<file path="src/rtl/mdio_mgmt_master.sv">
module mdio_mgmt_master #(
  parameter int PRE_LEN      = 32,
  parameter int DIV_MIN_LOG2 = 4
) (
  input  logic        clk,
  input  logic        rst_n,
  input  logic        reg_we,
  input  logic        reg_sel,
  input  logic [31:0] reg_wdata,
  output logic [31:0] reg_rdata,
  output logic        mdc,
  output logic        mdio_o,
  output logic        mdio_oe,
  input  logic        mdio_i
);

  localparam int FRAME_LEN = PRE_LEN + 32;
  localparam int IDX_W     = $clog2(FRAME_LEN + 1);
  localparam int CNT_W     = DIV_MIN_LOG2 + 3;
  localparam logic [CNT_W-1:0] HALF_BASE = CNT_W'(1) << (DIV_MIN_LOG2 - 1);

  logic             busy_q, wr_q, mdc_q;
  logic [1:0]       sel_q;
  logic [4:0]       phy_q, reg_q;
  logic [15:0]      data_q, rx_q;
  logic [CNT_W-1:0] cnt_q;
  logic [IDX_W-1:0] idx_q;
  logic [31:0]      sh_q;

  wire [CNT_W-1:0] half_m1 = (HALF_BASE << sel_q) - CNT_W'(1);
  wire tick     = busy_q && (cnt_q == half_m1);
  wire rise     = tick && !mdc_q;
  wire fall     = tick && mdc_q;
  wire last     = idx_q == IDX_W'(FRAME_LEN - 1);
  wire in_pre   = idx_q < IDX_W'(PRE_LEN);
  wire released = !wr_q && (idx_q >= IDX_W'(PRE_LEN + 14));
  wire in_data  = idx_q >= IDX_W'(PRE_LEN + 16);
  wire cmd_wr   = reg_we && !reg_sel && !busy_q;
  wire unused_wdata = ^{reg_wdata[31:22], reg_wdata[19:17], reg_wdata[11:9], reg_wdata[3:2]};

  always_ff @(posedge clk or negedge rst_n) begin
    if (!rst_n) begin
      busy_q <= 1'b0;
      wr_q   <= 1'b0;
      mdc_q  <= 1'b0;
      sel_q  <= '0;
      phy_q  <= '0;
      reg_q  <= '0;
      data_q <= '0;
      rx_q   <= '0;
      cnt_q  <= '0;
      idx_q  <= '0;
      sh_q   <= '0;
    end else begin
      if (reg_we && reg_sel)
        data_q <= reg_wdata[15:0];
      if (cmd_wr) begin
        busy_q <= reg_wdata[0];
        wr_q   <= reg_wdata[1];
        reg_q  <= reg_wdata[8:4];
        phy_q  <= reg_wdata[16:12];
        sel_q  <= reg_wdata[21:20];
        cnt_q  <= '0;
        idx_q  <= '0;
        mdc_q  <= 1'b0;
        sh_q   <= {2'b01, reg_wdata[1] ? 2'b01 : 2'b10, reg_wdata[16:12],
                   reg_wdata[8:4], 2'b10, data_q};
      end else if (busy_q) begin
        if (tick) begin
          cnt_q <= '0;
          mdc_q <= ~mdc_q;
        end else begin
          cnt_q <= cnt_q + CNT_W'(1);
        end
        if (rise && !wr_q && in_data)
          rx_q <= {rx_q[14:0], mdio_i};
        if (fall) begin
          if (last) begin
            busy_q <= 1'b0;
            if (!wr_q)
              data_q <= rx_q;
          end else begin
            idx_q <= idx_q + IDX_W'(1);
            if (!in_pre)
              sh_q <= sh_q << 1;
          end
        end
      end
    end
  end

  assign mdc       = mdc_q;
  assign mdio_o    = !busy_q || in_pre || sh_q[31];
  assign mdio_oe   = busy_q && !released;
  assign reg_rdata = reg_sel ? {16'b0, data_q}
                             : {10'b0, sel_q, 3'b0, phy_q, 3'b0, reg_q, 2'b0, wr_q, busy_q};

endmodule

</file>
<file path="config.mk">
export PLATFORM = sky130hd
export DESIGN_NAME = mdio_mgmt_master
export DESIGN_NICKNAME = d
export VERILOG_FILES = /design/src/rtl/mdio_mgmt_master.sv
export SDC_FILE = /design/constraint.sdc
export NUM_CORES = 1
export LEC_CHECK = 0
export BUFFER_PORTS_ARGS = -buffer_cell sky130_fd_sc_hd__buf_2
export CAP_MARGIN = 25
export CORE_MARGIN = 10
export CORE_UTILIZATION = 38
export CTS_CLUSTER_SIZE = 14
export DETAILED_ROUTE_END_ITERATION = 16
export PLACE_DENSITY = 0.67
export SETUP_SLACK_MARGIN = 0.5
export SYNTH_ARGS = -nofsm -noshare
export SYNTH_HDL_FRONTEND = slang
export SYNTH_SLANG_ARGS = --single-unit
</file>
<file path="constraint.sdc">
create_clock -name clk -period 5 [get_ports clk]
set_input_delay 0.5 -clock clk [delete_from_list [all_inputs] [get_ports clk]]
set_output_delay 0.5 -clock clk [all_outputs]
set_load 0.005 [all_outputs]
</file>
==> results of run 1 <==
## per-layer routing
layer  vias up  wire, µm
met2        88      5090
met3        13       426
met5         -         0
met4         0       181
li1       1610         -
met1      1652      4490
## logic make-up (layout without fill, tap and decap cells)
family / after synthesis / count (layout) / synth area share
simple gates: 211 / 211 / 0.216
fa+ha+maj: 2 / 2 / 0.00562
other cells: 1 / 13 / 0.000843
mux: 42 / 42 / 0.110
flops: 93 / 93 / 0.523
compound gates: 58 / 58 / 0.0818
buf+inv: 43 / 70 / 0.0506
xor+xnor: 6 / 6 / 0.0118
## cell usage in the layout, fill, tap and decap left out, types with 2 or more instances in the layout
| cell | n |
|---|---|
| and3_1 | 2 |
| nand3_1 | 53 |
| a21oi_1 | 24 |
| or4_1 | 2 |
| mux2i_1 | 16 |
| mux2_2 | 16 |
| nor2_1 | 27 |
| mux2_4 | 10 |
| nand4_1 | 5 |
| nand2_1 | 94 |
| conb_1 | 13 |
| a21boi_0 | 2 |
| nor2b_1 | 4 |
| nor3_1 | 2 |
| nand3b_1 | 2 |
| or3_1 | 4 |
| xnor2_1 | 4 |
| o21ai_0 | 8 |
| buf_2 | 44 |
| a31oi_1 | 13 |
| ha_1 | 2 |
| and2_1 | 9 |
| clkbuf_8 | 3 |
| xor2_1 | 2 |
| clkbuf_16 | 9 |
| buf_4 | 5 |
| o21a_1 | 2 |
| inv_1 | 4 |
| dfrtp_1 | 93 |
## area by class of cell
cell class,count,share of cell area
Multi-Input combinational cell,332,0.384
Tap cell,143,0.0353
Inverter,4,0.00296
Sequential cell,93,0.459
Clock inverter,3,0.00864
Timing Repair Buffer,51,0.0578
Clock buffer,12,0.0526
## sequential cells by signal, summed over array words and instances (netlist names)
register,count
wr_q,1
cnt_q,7
sel_q,2
sh_q,32
phy_q,5
rx_q,16
idx_q,7
reg_q,5
mdc,1
data_q,16
busy_q,1
## stage by stage
step	cell area [µm²]	total power (W)	utilization	hold WS (ns)
6_report	5070	0.00229	0.444	0.139
5_1_grt	5070	0.00243	0.444	0.187
4_1_cts	5050	0.00231	0.442	0.162
3_5_place_dp	4740	0.00161	0.415	0.461
3_3_place_gp	4720	0.00158	0.414	0.453
2_1_floorplan	4490	0.00145	-	0.204
## worst max-delay path, stage by stage (launching register included)
cell and delay (ns):
dfrtp_1 0.39, ha_1 0.25, nand4b_1 0.17, a311oi_4 0.51
nand2_4 0.16, or4_1 0.96, mux2_4 0.47
## power breakdown
part	leakage, nW	internal, W	switching [W]
Clock	0.155	0.000426	0.000273
Sequential	1.14	0.000968	0.000164
Combinational	1.24	0.000225	0.000238
## worst max-delay path by stage
stage	to	slack, ns	cells past startpoint
final	rx_q[15]	1.96	6
after global routing	rx_q[8]	1.82	6
after CTS	rx_q[15]	1.97	6
after detailed placement	rx_q[15]	1.99	6
after global placement	rx_q[6]	2.04	6
after floorplan	rx_q[10]	2.54	8
==> impl_metrics.json, run 1 <==
{
  "hold_path.class": "in -> async",
  "clk_path_buf_depth": 2,
  "start_kind": "flop",
  "netlist_top_cells_area": "dfrtp_1, nand2_1, nand3_1",
  "numClockSinks": 93,
  "r2r_slack_ns": 1.96,
  "grt_start_max_net_pins": 61,
  "worstPathRequired_ns": 5.22,
  "clock-skew-final_ns": 0.0101,
  "synth_top_area_frac": 0.523,
  "die_width_um": 128,
  "multi_input_area_um2": 1940,
  "reg2reg_depth": 6,
  "final_cells": 638,
  "cap_violations": 0,
  "timing.fmax_mhz": 329,
  "timing.rr.end": "rx_q[15]",
  "yosys.area.top_type": "dfrtp_1",
  "cts-root-buf": "clkbuf_16",
  "dp_slack_ns": 1.99,
  "critPathLaunch": "cnt_q[0]",
  "ys_types": 44,
  "post_synth.cell_area_avg_um2": 9.76,
  "wl_per_cell_um": 16.0,
  "first_pass_iters": 4,
  "clkTransAtPathRegs_ns": 0.07,
  "crit_fanout": 16,
  "grtUsageMet2": 0.207,
  "diodes": 0,
  "place_congestion": 0.818,
  "cts_tree": "yes",
  "synth_edf_count": 0,
  "via_per_inst": 5.27,
  "grt_pass1_vias": 3394,
  "async_flop_share": 1.00,
  "critPathCaptureType": "flop",
  "io_buffers": 45,
  "met3_usage": 0.0170,
  "synthToLayoutAreaGrowth_pct": 13.9,
  "wirelength_mm": 10.2,
  "critPathArrivalTime_ns": 3.25,
  "netlist_instances": 456,
  "synth_ff_type": "dfrtp_1",
  "core_area_um2": 11400,
  "rsz0062_at_grt": "no",
  "yosysWarningCount": 0,
  "p_leak_nw": 2.54,
  "grt_util_met1": 0.158,
  "place_inst": 622,
  "drt-initial-drc-count": 237,
  "rows": 39,
  "slew_violations": 0,
  "ant_nets": 0,
  "track_usage": 0.126,
  "layout.area.seq_um2": 2330,
  "dieArea_um2": 16400,
  "criticalPathCategory": "reg -> reg",
  "antenna_found_initial": 0,
  "ys_seq_area_frac": 0.523,
  "start_util": 0.390,
  "finalHoldViolations": 0,
  "ctsHoldBuffers": 0,
  "overflow": 0,
  "fin_nets": 530,
  "synth_area_um2": 4450,
  "period_share": 0.607,
  "grt_pass1_wl_mm": 17.0,
  "yosysMostFrequentCell": "nand2_1",
  "worst_slack_ns": 1.96,
  "top_usage_layer": "met2",
  "h-tree-depth": 3,
  "vdd_drop_max_v": 0.000211,
  "hpwl_mm": 6.87,
  "fp.dieH_um": 128,
  "synth_commonest_cells": "nand2_1, dfrtp_1, nand3_1",
  "min_period_ns": 3.04,
  "fill_cells": 1090,
  "cts_buffers": 9,
  "clock_latency_ns": 0.34,
  "outcome": "completed",
  "cts_setup_buffers": 0,
  "max-slew-margin-rel": 0.300,
  "vias": 3363,
  "ios": 72,
  "final-setup-viol-count": 0,
  "power_density_nw_per_um2": 452,
  "r2r_start": "cnt_q[0]",
  "tightest_slew_ns": 1.05,
  "ys_ff_latch": 93,
  "drc": 0,
  "drive_gt1_frac": 0.196,
  "setup_tns_ns": 0,
  "cts.repair.resized": 0
}
Note: power is estimated with default switching activity, not from simulation.
==> inputs of run 2 (changes only) <==
PLACE_DENSITY = 0.7   (was 0.67)
clock period = 2.63 ns   (was 5 ns; I/O delays follow)
==> run 2 against run 1 <==
- sequential power grew 96%
- sequential share of layout area is 3.2 points lower
- final cell count up 2.8%
- routed wire length rose by 12%
- via count up 4.9%
- die area is the same
- clock skew shrank 0.0041 ns
- total power increased by 97%
- flip-flop and latch count is the same
==> impl_metrics.json, run 2 (same netlist as run 1, synthesis figures left out) <==
{
  "numClockSinks": 93,
  "hpwl_mm": 7.02,
  "grt_pass1_wl_mm": 17.6,
  "timing.fmax_mhz": 442,
  "place_congestion": 0.832,
  "setup_tns_ns": 0,
  "power_switching_w": 0.00142,
  "core_area_um2": 11400,
  "cts_tree": "yes",
  "start_kind": "flop",
  "min_from": "reg_wdata[20]",
  "ant_nets": 0,
  "clkTransAtPathRegs_ns": 0.06,
  "overflow": 0,
  "p_int_w": 0.00310,
  "crit_fanout": 8,
  "vias": 3528,
  "grt_start_max_net_pins": 57,
  "layout_commonest_cell": "dfrtp_1",
  "final-setup-viol-count": 0,
  "top_register": "sh_q",
  "critPathCaptureType": "flop",
  "grt_pass1_vias": 3476,
  "fin_area_um2": 5450,
  "min_period_ns": 2.26,
  "cts-root-buf": "clkbuf_16",
  "die_width_um": 128,
  "drt-initial-drc-count": 265,
  "drc": 0,
  "via_per_inst": 5.38,
  "p_leak_nw": 2.72,
  "tightest_slew_ns": 0.641,
  "wl_per_cell_um": 17.3,
  "io_buffers": 45,
  "hold_path.class": "in -> reg",
  "p_seq_frac": 0.491,
  "finalHoldViolations": 0,
  "dieArea_um2": 16400,
  "ios": 72,
  "critPathLaunch": "sel_q[1]",
  "power_density_nw_per_um2": 831,
  "clk_path_buf_depth": 2,
  "fp.dieH_um": 128,
  "synthToLayoutAreaGrowth_pct": 22.4,
  "first_pass_iters": 6,
  "final_cell_mix": "dfrtp_1, nand2_1, nand3_1, buf_2, nor2_1",
  "cts_buffers": 9,
  "cap_violations": 0,
  "place_area_um2": 4800,
  "p_sw_frac": 0.314,
  "clock-skew-final_ns": 0.00598,
  "r2r_start": "sel_q[1]",
  "period_share": 0.859,
  "p_comb_frac": 0.222,
  "vdd_drop_max_v": 0.000381,
  "drive_gt1_frac": 0.275,
  "max-slew-margin-rel": 0.571,
  "p_clk_frac": 0.287,
  "h-tree-depth": 3,
  "worstPathRequired_ns": 2.86,
  "rsz0062_at_grt": "yes",
  "largest_register_ffs": 32,
  "antenna_found_initial": 0,
  "diodes": 0,
  "fin_nets": 547,
  "criticalPathCategory": "reg -> reg",
  "reg_top3": "sh_q (32), data_q (16), rx_q (16)",
  "track_usage": 0.130,
  "outcome": "completed",
  "slew_violations": 0,
  "start_util": 0.390,
  "wirelength_mm": 11.4,
  "critPathArrivalTime_ns": 2.49,
  "rows": 39,
  "clock_latency_ns": 0.35,
  "fill_cells": 1061
}
-- run 2: changes by cell type in the layout (fill, tap and decap cells not counted), moves of 5 or more --
cell	delta
nand3_1	-5
buf_6	+5
nand2_1	-9
nor2_2	+5
a21oi_2	+5
buf_4	+5
a21oi_1	-5
nor2_1	-5
nand3_2	+5
nand2_4	+8
-- run 2: timing repair --
action / in CTS / in global routing
gates cloned: 1 / 3
hold endpoints to repair: 37 / 0
pin swaps: 10 / 26
endpoints found under the setup margin: 28 / 69
setup buffers: 6 / 2
hold buffers: 1 / 0
gates resized for setup: 4 / 50
-- run 2: critical path: stages (launching register included) --
cell     delay (ns)
dfrtp_1        0.44
or3_1          0.40
o21ai_2        0.21
nand2_4        0.12
or4_4          0.62
mux2_4         0.34
-- run 2: power groups by stage --
stage                     clock network [W]  logic (W)  registers [W]
after floorplan                           0   0.000682        0.00207
after global placement                    0   0.000864        0.00215
after detailed placement                  0   0.000905        0.00217
after CTS                           0.00131   0.000953        0.00217
after global routing                0.00136    0.00114        0.00227
final                               0.00130    0.00100        0.00222
-- run 2: per-layer routing --
layer	track usage	up-vias	share of wire
met5	0	-	0
met4	0.0649	0	0.027
met3	0.0174	19	0.041
met2	0.216	90	0.50
met1	0.163	1774	0.43
li1	-	1645	-
-- run 2: final timing paths --
check / to / slack [ns] / depth (start not counted)
worst max-delay path: rx_q[7] / 0.37 / 5
worst min-delay path: sel_q[0] / 0.12 / 3
worst max register to register: rx_q[7] / 0.37 / 5
worst min register to register: reg_q[0] / 0.48 / 2
max in group asynchronous: data_q[11] / 1.53 / 3
min in group asynchronous: sel_q[1] / 0.42 / 2
-- run 2: area by class of cell --
class / count / area [µm²] / share of cell area
Clock buffer: 12 / 246 / 0.0453
Clock inverter: 4 / 47.5 / 0.00873
Inverter: 4 / 15.0 / 0.00276
Multi-Input combinational cell: 333 / 2110 / 0.388
Sequential cell: 93 / 2330 / 0.427
Tap cell: 143 / 179 / 0.0329
Timing Repair Buffer: 67 / 517 / 0.0949
-- run 2: metrics by stage --
step | utilization | hold slack [ns] | cells | worst slack, ns | total power (W)
after floorplan | - | -0.0326 | 468 | 0.310 | 0.00275
after global placement | 0.420 | 0.261 | 627 | 0.326 | 0.00301
after detailed placement | 0.420 | 0.266 | 627 | 0.264 | 0.00307
after global routing | 0.477 | 0.137 | 656 | 0.304 | 0.00476
final | 0.477 | 0.116 | 656 | 0.370 | 0.00452
after CTS | 0.453 | 0.115 | 651 | 0.294 | 0.00443
